--- src/rtl/adc_cap_pkg.sv ---
package adc_cap_pkg;
  typedef enum logic [2:0] {
    ST_READY  = 3'd0,
    ST_CNV    = 3'd1,
    ST_SCK_LO = 3'd2,
    ST_SCK_HI = 3'd3,
    ST_DONE   = 3'd4
  } cap_state_e;
endpackage

--- src/rtl/adc_cap_trig.sv ---
module adc_cap_trig #(
  parameter int unsigned SYNC_STAGES = 2
) (
  input  logic clk_i,
  input  logic rst_ni,
  input  logic ext_trig_i,
  input  logic ext_act_low_i,
  input  logic arm_lvl_i,
  input  logic soft_lvl_i,
  output logic arm_edge_o,
  output logic soft_edge_o,
  output logic ext_edge_o
);
  logic [SYNC_STAGES-1:0] sync_q;
  logic ext_lvl, ext_lvl_q, arm_q, soft_q;

  for (genvar i = 0; i < SYNC_STAGES; i++) begin : g_sync
    if (i == 0) begin : g_first
      always_ff @(posedge clk_i or negedge rst_ni)
        if (!rst_ni) sync_q[i] <= 1'b0;
        else         sync_q[i] <= ext_trig_i;
    end else begin : g_next
      always_ff @(posedge clk_i or negedge rst_ni)
        if (!rst_ni) sync_q[i] <= 1'b0;
        else         sync_q[i] <= sync_q[i-1];
    end
  end

  // polarity applied before edge detection
  assign ext_lvl = sync_q[SYNC_STAGES-1] ^ ext_act_low_i;

  // history resets high so a level held through reset is not an edge
  always_ff @(posedge clk_i or negedge rst_ni) begin
    if (!rst_ni) begin
      ext_lvl_q <= 1'b1;
      arm_q     <= 1'b1;
      soft_q    <= 1'b1;
    end else begin
      ext_lvl_q <= ext_lvl;
      arm_q     <= arm_lvl_i;
      soft_q    <= soft_lvl_i;
    end
  end

  assign ext_edge_o  = ext_lvl & ~ext_lvl_q;
  assign arm_edge_o  = arm_lvl_i & ~arm_q;
  assign soft_edge_o = soft_lvl_i & ~soft_q;
endmodule

--- src/rtl/adc_cap_timer.sv ---
module adc_cap_timer #(
  parameter int unsigned W = 6
) (
  input  logic         clk_i,
  input  logic         rst_ni,
  input  logic         load_i,
  input  logic [W-1:0] load_val_i,
  output logic         expired_o
);
  logic [W-1:0] cnt_q;

  always_ff @(posedge clk_i or negedge rst_ni) begin
    if (!rst_ni)              cnt_q <= '0;
    else if (load_i)          cnt_q <= load_val_i;
    else if (cnt_q != '0)     cnt_q <= cnt_q - 1'b1;
  end

  assign expired_o = (cnt_q == '0);
endmodule

--- src/rtl/adc_cap_shift.sv ---
module adc_cap_shift #(
  parameter int unsigned DW = 16
) (
  input  logic          clk_i,
  input  logic          rst_ni,
  input  logic          shift_i,
  input  logic          sdo_i,
  input  logic          commit_i,
  output logic [DW-1:0] data_o
);
  logic [DW-1:0] sh_q, data_q;

  always_ff @(posedge clk_i or negedge rst_ni) begin
    if (!rst_ni) begin
      sh_q   <= '0;
      data_q <= '0;
    end else begin
      if (shift_i)  sh_q   <= {sh_q[DW-2:0], sdo_i};
      if (commit_i) data_q <= sh_q;
    end
  end

  assign data_o = data_q;
endmodule

--- src/rtl/adc_capture_ctrl.sv ---
module adc_capture_ctrl
  import adc_cap_pkg::*;
#(
  parameter int unsigned DATA_W      = 16,
  parameter int unsigned CNV_FIELD_W = 4,
  parameter int unsigned SCK_FIELD_W = 4,
  parameter int unsigned CNV_STEP    = 4,
  parameter int unsigned SYNC_STAGES = 2
) (
  input  logic                                clk_i,
  input  logic                                rst_ni,
  input  logic [CNV_FIELD_W+SCK_FIELD_W-1:0]  timing_i,
  input  logic [7:0]                          control_i,
  input  logic                                ext_trig_i,
  input  logic                                sdo_i,
  output logic                                cnv_no,
  output logic                                sck_o,
  output logic [2:0]                          state_o,
  output logic [DATA_W-1:0]                   data_o
);
  localparam int unsigned CTL_ARM  = 0;
  localparam int unsigned CTL_SOFT = 1;
  localparam int unsigned CTL_POL  = 7;
  localparam int unsigned CNV_MAX  = ((2**CNV_FIELD_W) - 1) * CNV_STEP;
  localparam int unsigned SCK_MAX  = (2**SCK_FIELD_W) - 1;
  localparam int unsigned T_MAX    = (CNV_MAX > SCK_MAX) ? CNV_MAX : SCK_MAX;
  localparam int unsigned TIMER_W  = $clog2(T_MAX + 1);
  localparam int unsigned BIT_W    = $clog2(DATA_W);

  cap_state_e state_q, state_d;
  logic [BIT_W-1:0] bit_q, bit_d;
  logic cnv_q, cnv_d;
  logic arm_edge, soft_edge, ext_edge, trig;
  logic t_load, t_expired, shift_en, commit;
  logic [TIMER_W-1:0] t_val, cnv_load, sck_load;
  logic [CNV_FIELD_W-1:0] cnv_field;
  logic [SCK_FIELD_W-1:0] sck_field;

  adc_cap_trig #(.SYNC_STAGES(SYNC_STAGES)) u_trig (
    .clk_i        (clk_i),
    .rst_ni       (rst_ni),
    .ext_trig_i   (ext_trig_i),
    .ext_act_low_i(control_i[CTL_POL]),
    .arm_lvl_i    (control_i[CTL_ARM]),
    .soft_lvl_i   (control_i[CTL_SOFT]),
    .arm_edge_o   (arm_edge),
    .soft_edge_o  (soft_edge),
    .ext_edge_o   (ext_edge)
  );

  adc_cap_timer #(.W(TIMER_W)) u_timer (
    .clk_i     (clk_i),
    .rst_ni    (rst_ni),
    .load_i    (t_load),
    .load_val_i(t_val),
    .expired_o (t_expired)
  );

  adc_cap_shift #(.DW(DATA_W)) u_shift (
    .clk_i   (clk_i),
    .rst_ni  (rst_ni),
    .shift_i (shift_en),
    .sdo_i   (sdo_i),
    .commit_i(commit),
    .data_o  (data_o)
  );

  assign trig      = soft_edge | ext_edge;
  assign cnv_field = timing_i[CNV_FIELD_W+SCK_FIELD_W-1:SCK_FIELD_W];
  assign sck_field = timing_i[SCK_FIELD_W-1:0];

  // zero field counts as one step; timer holds cycles-1
  always_comb begin
    int unsigned c_steps, s_steps;
    c_steps  = (cnv_field == '0) ? 1 : int'(cnv_field);
    s_steps  = (sck_field == '0) ? 1 : int'(sck_field);
    cnv_load = TIMER_W'(c_steps * CNV_STEP - 1);
    sck_load = TIMER_W'(s_steps - 1);
  end

  always_comb begin
    state_d  = state_q;
    bit_d    = bit_q;
    cnv_d    = cnv_q;
    t_load   = 1'b0;
    t_val    = sck_load;
    shift_en = 1'b0;
    commit   = 1'b0;
    unique case (state_q)
      ST_READY: if (trig) begin
        state_d = ST_CNV;
        cnv_d   = 1'b0;
        t_load  = 1'b1;
        t_val   = cnv_load;
      end
      ST_CNV: if (t_expired) begin
        state_d = ST_SCK_LO;
        bit_d   = '0;
        t_load  = 1'b1;
      end
      ST_SCK_LO: if (t_expired) begin
        state_d  = ST_SCK_HI;
        shift_en = 1'b1;
        t_load   = 1'b1;
      end
      ST_SCK_HI: if (t_expired) begin
        if (bit_q == BIT_W'(DATA_W - 1)) begin
          state_d = ST_DONE;
          cnv_d   = 1'b1;
          commit  = 1'b1;
        end else begin
          state_d = ST_SCK_LO;
          bit_d   = bit_q + 1'b1;
          t_load  = 1'b1;
        end
      end
      ST_DONE: if (arm_edge) state_d = ST_READY;
      default: state_d = ST_DONE;
    endcase
  end

  always_ff @(posedge clk_i or negedge rst_ni) begin
    if (!rst_ni) begin
      state_q <= ST_DONE;
      bit_q   <= '0;
      cnv_q   <= 1'b1;
    end else begin
      state_q <= state_d;
      bit_q   <= bit_d;
      cnv_q   <= cnv_d;
    end
  end

  assign state_o = state_q;
  assign cnv_no  = cnv_q;
  assign sck_o   = (state_q == ST_SCK_HI);
endmodule

--- config.mk ---
export PLATFORM = sky130hd
export DESIGN_NAME = adc_capture_ctrl
export DESIGN_NICKNAME = d
export VERILOG_FILES = /design/src/rtl/adc_cap_pkg.sv /design/src/rtl/adc_cap_trig.sv /design/src/rtl/adc_cap_timer.sv /design/src/rtl/adc_cap_shift.sv /design/src/rtl/adc_capture_ctrl.sv
export SDC_FILE = /design/constraint.sdc
export NUM_CORES = 1
export LEC_CHECK = 0
export ABC_AREA = 1
export BUFFER_PORTS_ARGS = -buffer_cell sky130_fd_sc_hd__buf_2
export CORE_UTILIZATION = 41
export DETAILED_ROUTE_END_ITERATION = 10
export GPL_TIMING_DRIVEN = 0
export PLACE_DENSITY_LB_ADDON = 0.12
export SYNTH_ARGS = -nofsm -noshare
export SYNTH_HDL_FRONTEND = slang
export SYNTH_SLANG_ARGS = --single-unit
--- constraint.sdc ---
create_clock -name clk_i -period 4.9 [get_ports clk_i]
set_clock_uncertainty 0.1 [all_clocks]
set_input_delay 0.735 -clock clk_i [delete_from_list [all_inputs] [get_ports clk_i]]
set_output_delay 0.735 -clock clk_i [all_outputs]
set_load 0.005 [all_outputs]
======== Yosys cells after proc, flatten, opt, wreduce, memory -nomap -nowiden ========
Cells that the tools add are included.
word-level totals
  output and inout bits ................... 21
  bits in writable memories ............... 0
  memories kept ........................... 0
  ROM bits ................................ 0
  bits in registers ....................... 51
  bits in latches ......................... 0
  input bits .............................. 20
cells by class
  add/sub/neg operators ................... 4
  $lt $le $gt $ge ......................... 0
  multiply operators ...................... 0
  divide/modulo/power cells ............... 0
  reductions and logical operators ........ 12
  bitwise operators ....................... 8
  shifts and indexed selects .............. 0
  mux-type cells .......................... 30
  eq/ne operators ......................... 12
operator list
  kind                   number
  $mux W6                4
  $mux W4                5
  $mux W3                6
  $pmux W3 S5            1
  $sub A6 B1 Y6 const B  2
  $mux W1                11
  $ne A2 B2 Y1 const B   5
  $logic_not A4 Y1       2
  $pmux W4 S2            1
  $reduce_and A4 Y1      2
  $eq A3 B2 Y1 const B   2
  $logic_not A6 Y1       1
  $reduce_bool A2 Y1     3
  $reduce_bool A6 Y1     1
  $reduce_and A5 Y1      1
  $sub A4 B1 Y5 const B  1
  $add A4 B1 Y4 const B  1
  $eq A4 B4 Y1 const B   1
  $ne A2 B1 Y1 const B   2
  $and A1 B1 Y1          3
  $eq A3 B1 Y1 const B   1
  $eq A3 B3 Y1 const B   1
  $logic_not A3 Y1       1
  $not A1 Y1             3
  5 further kinds        5

======== Logic depth before layout (Yosys ltp) ========
  depth after elaboration ................. 6
  gate-level depth with buffers ........... 10

======== By module ========
A second synthesis with hierarchy kept.
second synthesis, totals
  cells, all modules ...................... 306
  area total of the unflattened synthesis .. 2,513.7 µm²
by module, submodules not included
  module            instances  cells an instance  area an instance (µm²)
  adc_cap_shift     1          136                1,270.0
  adc_capture_ctrl  1          99                 655.6
  adc_cap_timer     1          55                 412.9
  adc_cap_trig      1          16                 175.2

======== Worst setup path after synthesis ========
OpenSTA, ideal clock, no wires.
  path kind ............................... input -> register
  start point ............................. input port timing_i[5]
  end point ............................... register u_timer.cnt_q[4]
  buffers on the path ..................... 0
  library setup time ...................... 0.115 ns
  setup slack ............................. 3.132 ns
  arrival ................................. 1.553 ns
  required time ........................... 4.685 ns
  stages on the path ...................... 10
  cells stage by stage .................... nor2_1 -> nand2_1 -> nand2_1 -> inv_1 -> ha_1 -> xor2_1 -> nand3_1 -> nand2_1 -> nor2_1 -> nor2_1
on the way
  cells in the longest elaborated chain, start to end .. 6
ends and longest elaborated chain
  what                  RTL line                text
  from (decl)           adc_capture_ctrl.sv:12  input logic [CNV_FIELD_W+SCK_FIELD_W-1:0] timing_i,
  $logic_not A4 Y1      adc_capture_ctrl.sv:75  c_steps = (cnv_field == '0) ? 1 : int'(cnv_field);
  $mux W4 *             adc_capture_ctrl.sv:75
  $sub A6 B1 Y6 *       adc_capture_ctrl.sv:77  cnv_load = TIMER_W'(c_steps * CNV_STEP - 1);
  $mux W6 *             adc_capture_ctrl.sv:90  ST_READY: if (trig) begin
  $mux W6 *             adc_capture_ctrl.sv:89  unique case (state_q)
  $mux W6 *             adc_cap_timer.sv:14     else if (load_i) cnt_q <= load_val_i;
  to (signal assigned)  adc_cap_timer.sv:14
  to (signal assigned)  adc_cap_timer.sv:15     else if (cnt_q != '0) cnt_q <= cnt_q - 1'b1;
  to (decl)             adc_cap_timer.sv:10     logic [W-1:0] cnt_q;
Mark *: on every way between the ends. The rest lies on a longest branch, timed or not.
A chain may end at the register's enable or synchronous reset.

======== Worst setup path after layout ========
  start point ............................. register state_q[2] (netlist: state_o[2])
  end point ............................... output port sck_o
on the way
  cells in the longest elaborated chain, start to end .. 1
ends and longest elaborated chain
  what                    RTL line                 text
  from (decl)             adc_capture_ctrl.sv:30   cap_state_e state_q, state_d;
  from (signal assigned)  adc_capture_ctrl.sv:128  state_q <= state_d;
  $eq A3 B2 Y1            adc_capture_ctrl.sv:136  assign sck_o = (state_q == ST_SCK_HI);
  to (decl)               adc_capture_ctrl.sv:17   output logic sck_o,
No other way between the ends.

==> run_results.csv <==
group,metric,value,unit
routing,drc,0,
worst_hold_path,hold_class,"reg -> reg",
run,maxCapViolCount,0,
synth,post-synth-top-count-cell,"nand2_1",
place,port_buffers,35,
routing,initialDrtViolationCount,58,
sta,period_needed,2.148,ns
power,p_int,0.0006885,W
synth,ys_types,37,
clocking,cts_tree,"built",
clocking,clk_pin_slew,0.10,ns
worst_setup_path,cpPeakStageDelay,0.63,ns
grt,grt_pass1_vias,1787,
clocking,post_cts_buffers,0,
clocking,numClockSinks,51,
synth,ys_seq_elements,51,
place,hpwl,3.373,mm
worst_setup_path,slowest_stage,"dfstp_2",
floorplan,start_util,42.92,%
synth,synth_common_cells,"nand2_1, dfrtp_1, inv_1, nand3_1, o21ai_0",
grt,antenna_found_initial,0,
sta,hold_violations,0,
grt,grt_max_degree,52,
synth,synth_flop_cell,"dfrtp_1",
clocking,h-tree-depth,2,
floorplan,die-area,6555,um2
clocking,clockBufferDepth,2,
sta,setup_viol,0,
floorplan,die_w,80.96,um
power,p_seq_share,47.8,%
clocking,numCtsBuffers,5,
worst_setup_path,cp_max_fo,6,
sta,tightest_slew,1.141,ns
worst_setup_path,cp-end-kind,"primary output",
power,comb_power_share,27.3,%
routing,wl_per_cell,11.72,um
clocking,cts_root_buf,"clkbuf_8",
clocking,hold_buffers,0,
final_layout,drive_gt1_share,30.67,%
worst_setup_path,cp.arrival,1.31,ns
synth,ys_async_sr_fraction,100.0,%
synth,avgSynthCellArea,9.033,um2
floorplan,fp-row-count,28,
routing,routed_wl,4.700,mm
clocking,ctsResizeCount,0,
sta,final_max_slew_viol_count,0,
status,outcome,"complete, no violations",
power,p_per_area,356.2,nW/um2
worst_setup_path,crit_type,"reg -> out",
floorplan,die_y,80.96,um
floorplan,ios,41,
routing,drt-pass1-iter-count,4,
synth,synthCells,283,
synth,synth_edf_count,0,
synth,synth_area_leaders,"dfrtp_1, nand2_1, inv_1, dfstp_2, o21ai_2",
sta,rsz0062_at_grt,"false",
worst_setup_path,startpoint_type,"flop",
synth,synth_top_area_share,45.03,%
synth,ys_seq_area_share,50.17,%
final_layout,n_antenna_cell,0,
synth,yosys.area.top_type,"dfrtp_1",
power,swShare,33.90,%
sta,slew_headroom,23.91,%
synth,synth-warning-count,0,
power,p_leak,1.497,nW
place,gp_congestion,0.7783,
routing,ant_nets,0,
synth,synth_area,2556,um2
sta,fin_crit_sh,43.84,%
power,vdd_ir_drop_max,0.1502,mV
worst_setup_path,cp_cell_sequence,"nor2_4 -> nand2_2 -> inv_1 -> buf_2",
power,p_clk_share,24.9,%
worst_setup_path,worstPathRequired,4.07,ns
power,power.switching,0.0003530,W
final_layout,layout.nets,350,
grt,track_usage,16.41,%
sta,tns,0,ns
clocking,clk-insertion-delay-late,0.30,ns
grt,grt_pass1_wl,8.086,mm
synth,synth_nets,308,
final_layout,nFillCells,602,
final_layout,syn2layout_area_growth,14.39,%
grt,grt_overflow,0,
routing,dr_total_vias,1859,
floorplan,core_area,5956,um2
final_layout,post-route-util,49.10,%
sta,max_freq,465.5,MHz
routing,vias_per_cell,4.636,
==> cells in the final DEF (no fill, tap or decap), types with 2 or more instances in the layout <==
cell type | synthesis | layout
ha_1 | 5 | 5
nand2_2 | 14 | 14
inv_1 | 38 | 38
o21ai_1 | 5 | 5
xnor2_1 | 2 | 2
dfstp_2 | 5 | 5
nand2_1 | 59 | 59
inv_2 | 2 | 2
nor2_4 | 2 | 2
nand3_1 | 21 | 21
nand2_4 | 4 | 4
clkbuf_8 | 0 | 6
xor2_1 | 2 | 2
buf_2 | 2 | 37
dfrtp_1 | 46 | 46
o21ai_0 | 18 | 18
o21ai_2 | 15 | 15
nor2_1 | 14 | 14
nor2_2 | 3 | 3
a21oi_1 | 5 | 5
buf_6 | 4 | 4
==> power by group through the flow <==
stage | combinational [W] | clock [W] | sequential (W)
5_1_grt | 0.000330 | 0.000287 | 0.000504
2_1_floorplan | 0.000229 | 0 | 0.000499
4_1_cts | 0.000290 | 0.000270 | 0.000498
6_report | 0.000284 | 0.000259 | 0.000498
3_3_place_gp | 0.000284 | 0 | 0.000506
3_5_place_dp | 0.000288 | 0 | 0.000506
==> stage by stage <==
stage                     hold WS, ns  instance area [um2]  setup slack, ns  total power (W)  std cells
after floorplan                0.2312                 2556            3.132        0.0007277        283
after global placement         0.2319                 2825            2.894        0.0007895        393
after detailed placement       0.2362                 2825            2.921        0.0007943        393
after CTS                      0.2598                 2924            2.736         0.001057        401
after global routing           0.2668                 2924            2.653         0.001121        401
final                          0.2553                 2924            2.752         0.001041        401
==> cells by family after synthesis <==
family,after synthesis,synth area share [%]
AOI/OAI and AO/OA,48,12.43
xor gates and xnor gates,4,1.371
buffers and inverters,50,8.860
and+or+nand+nor,125,24.72
adders and majority gates,5,2.447
DFF,51,50.17
==> final timing paths <==
kind / cells after the start / from / to / slack, ns
worst min-delay path: 0 / u_trig.sync_q[0] / u_trig.sync_q[1] / 0.26
worst max-delay path: 4 / state_o[2] / sck_o / 2.75
max in group asynchronous: 1 / rst_ni / u_shift.data_o[4] / 3.45
worst min register to register: 0 / u_trig.sync_q[0] / u_trig.sync_q[1] / 0.26
min in group asynchronous: 1 / rst_ni / u_timer.cnt_q[4] / 0.55
worst max register to register: 9 / u_timer.cnt_q[0] / u_shift.data_o[8] / 3.14
==> flip-flops by register name, indices dropped and copies added, names as in the netlist <==
register	count
bit_q	4
cnv_no	1
state_o	3
u_shift.data_o	16
u_shift.sh_q	16
u_timer.cnt_q	6
u_trig.arm_q	1
u_trig.ext_lvl_q	1
u_trig.soft_q	1
u_trig.sync_q	2
==> layer usage <==
| metal | GRT usage [%] | share of wire [%] | vias up |
|---|---|---|---|
| met3 | 4.157 | 3.1 | 2 |
| li1 | - | - | 974 |
| met2 | 27.39 | 48 | 24 |
| met1 | 20.92 | 48 | 859 |
| met4 | 4.821 | 0.70 | 0 |
| met5 | 0 | 0 | - |
==> final cells by class <==
type                            count  area [um2]  share of cell area, %
Inverter                           42       160.2                  5.477
Sequential cell                    51        1282                  43.86
Multi-Input combinational cell    182        1047                  35.82
Clock buffer                        6       82.58                  2.824
Clock inverter                      2       16.27                 0.5563
Buffer                              8       66.31                  2.268
Tap cell                           75       93.84                  3.209
Timing Repair Buffer               35       175.2                  5.991
==> critical path, delay by kind of cell, from the launching register on <==
family	cells	cell delay (ns)
buffers and inverters	2	0.21
DFF	1	0.63
and+or+nand+nor	2	0.18
Power figures use the tool's default switching activity.
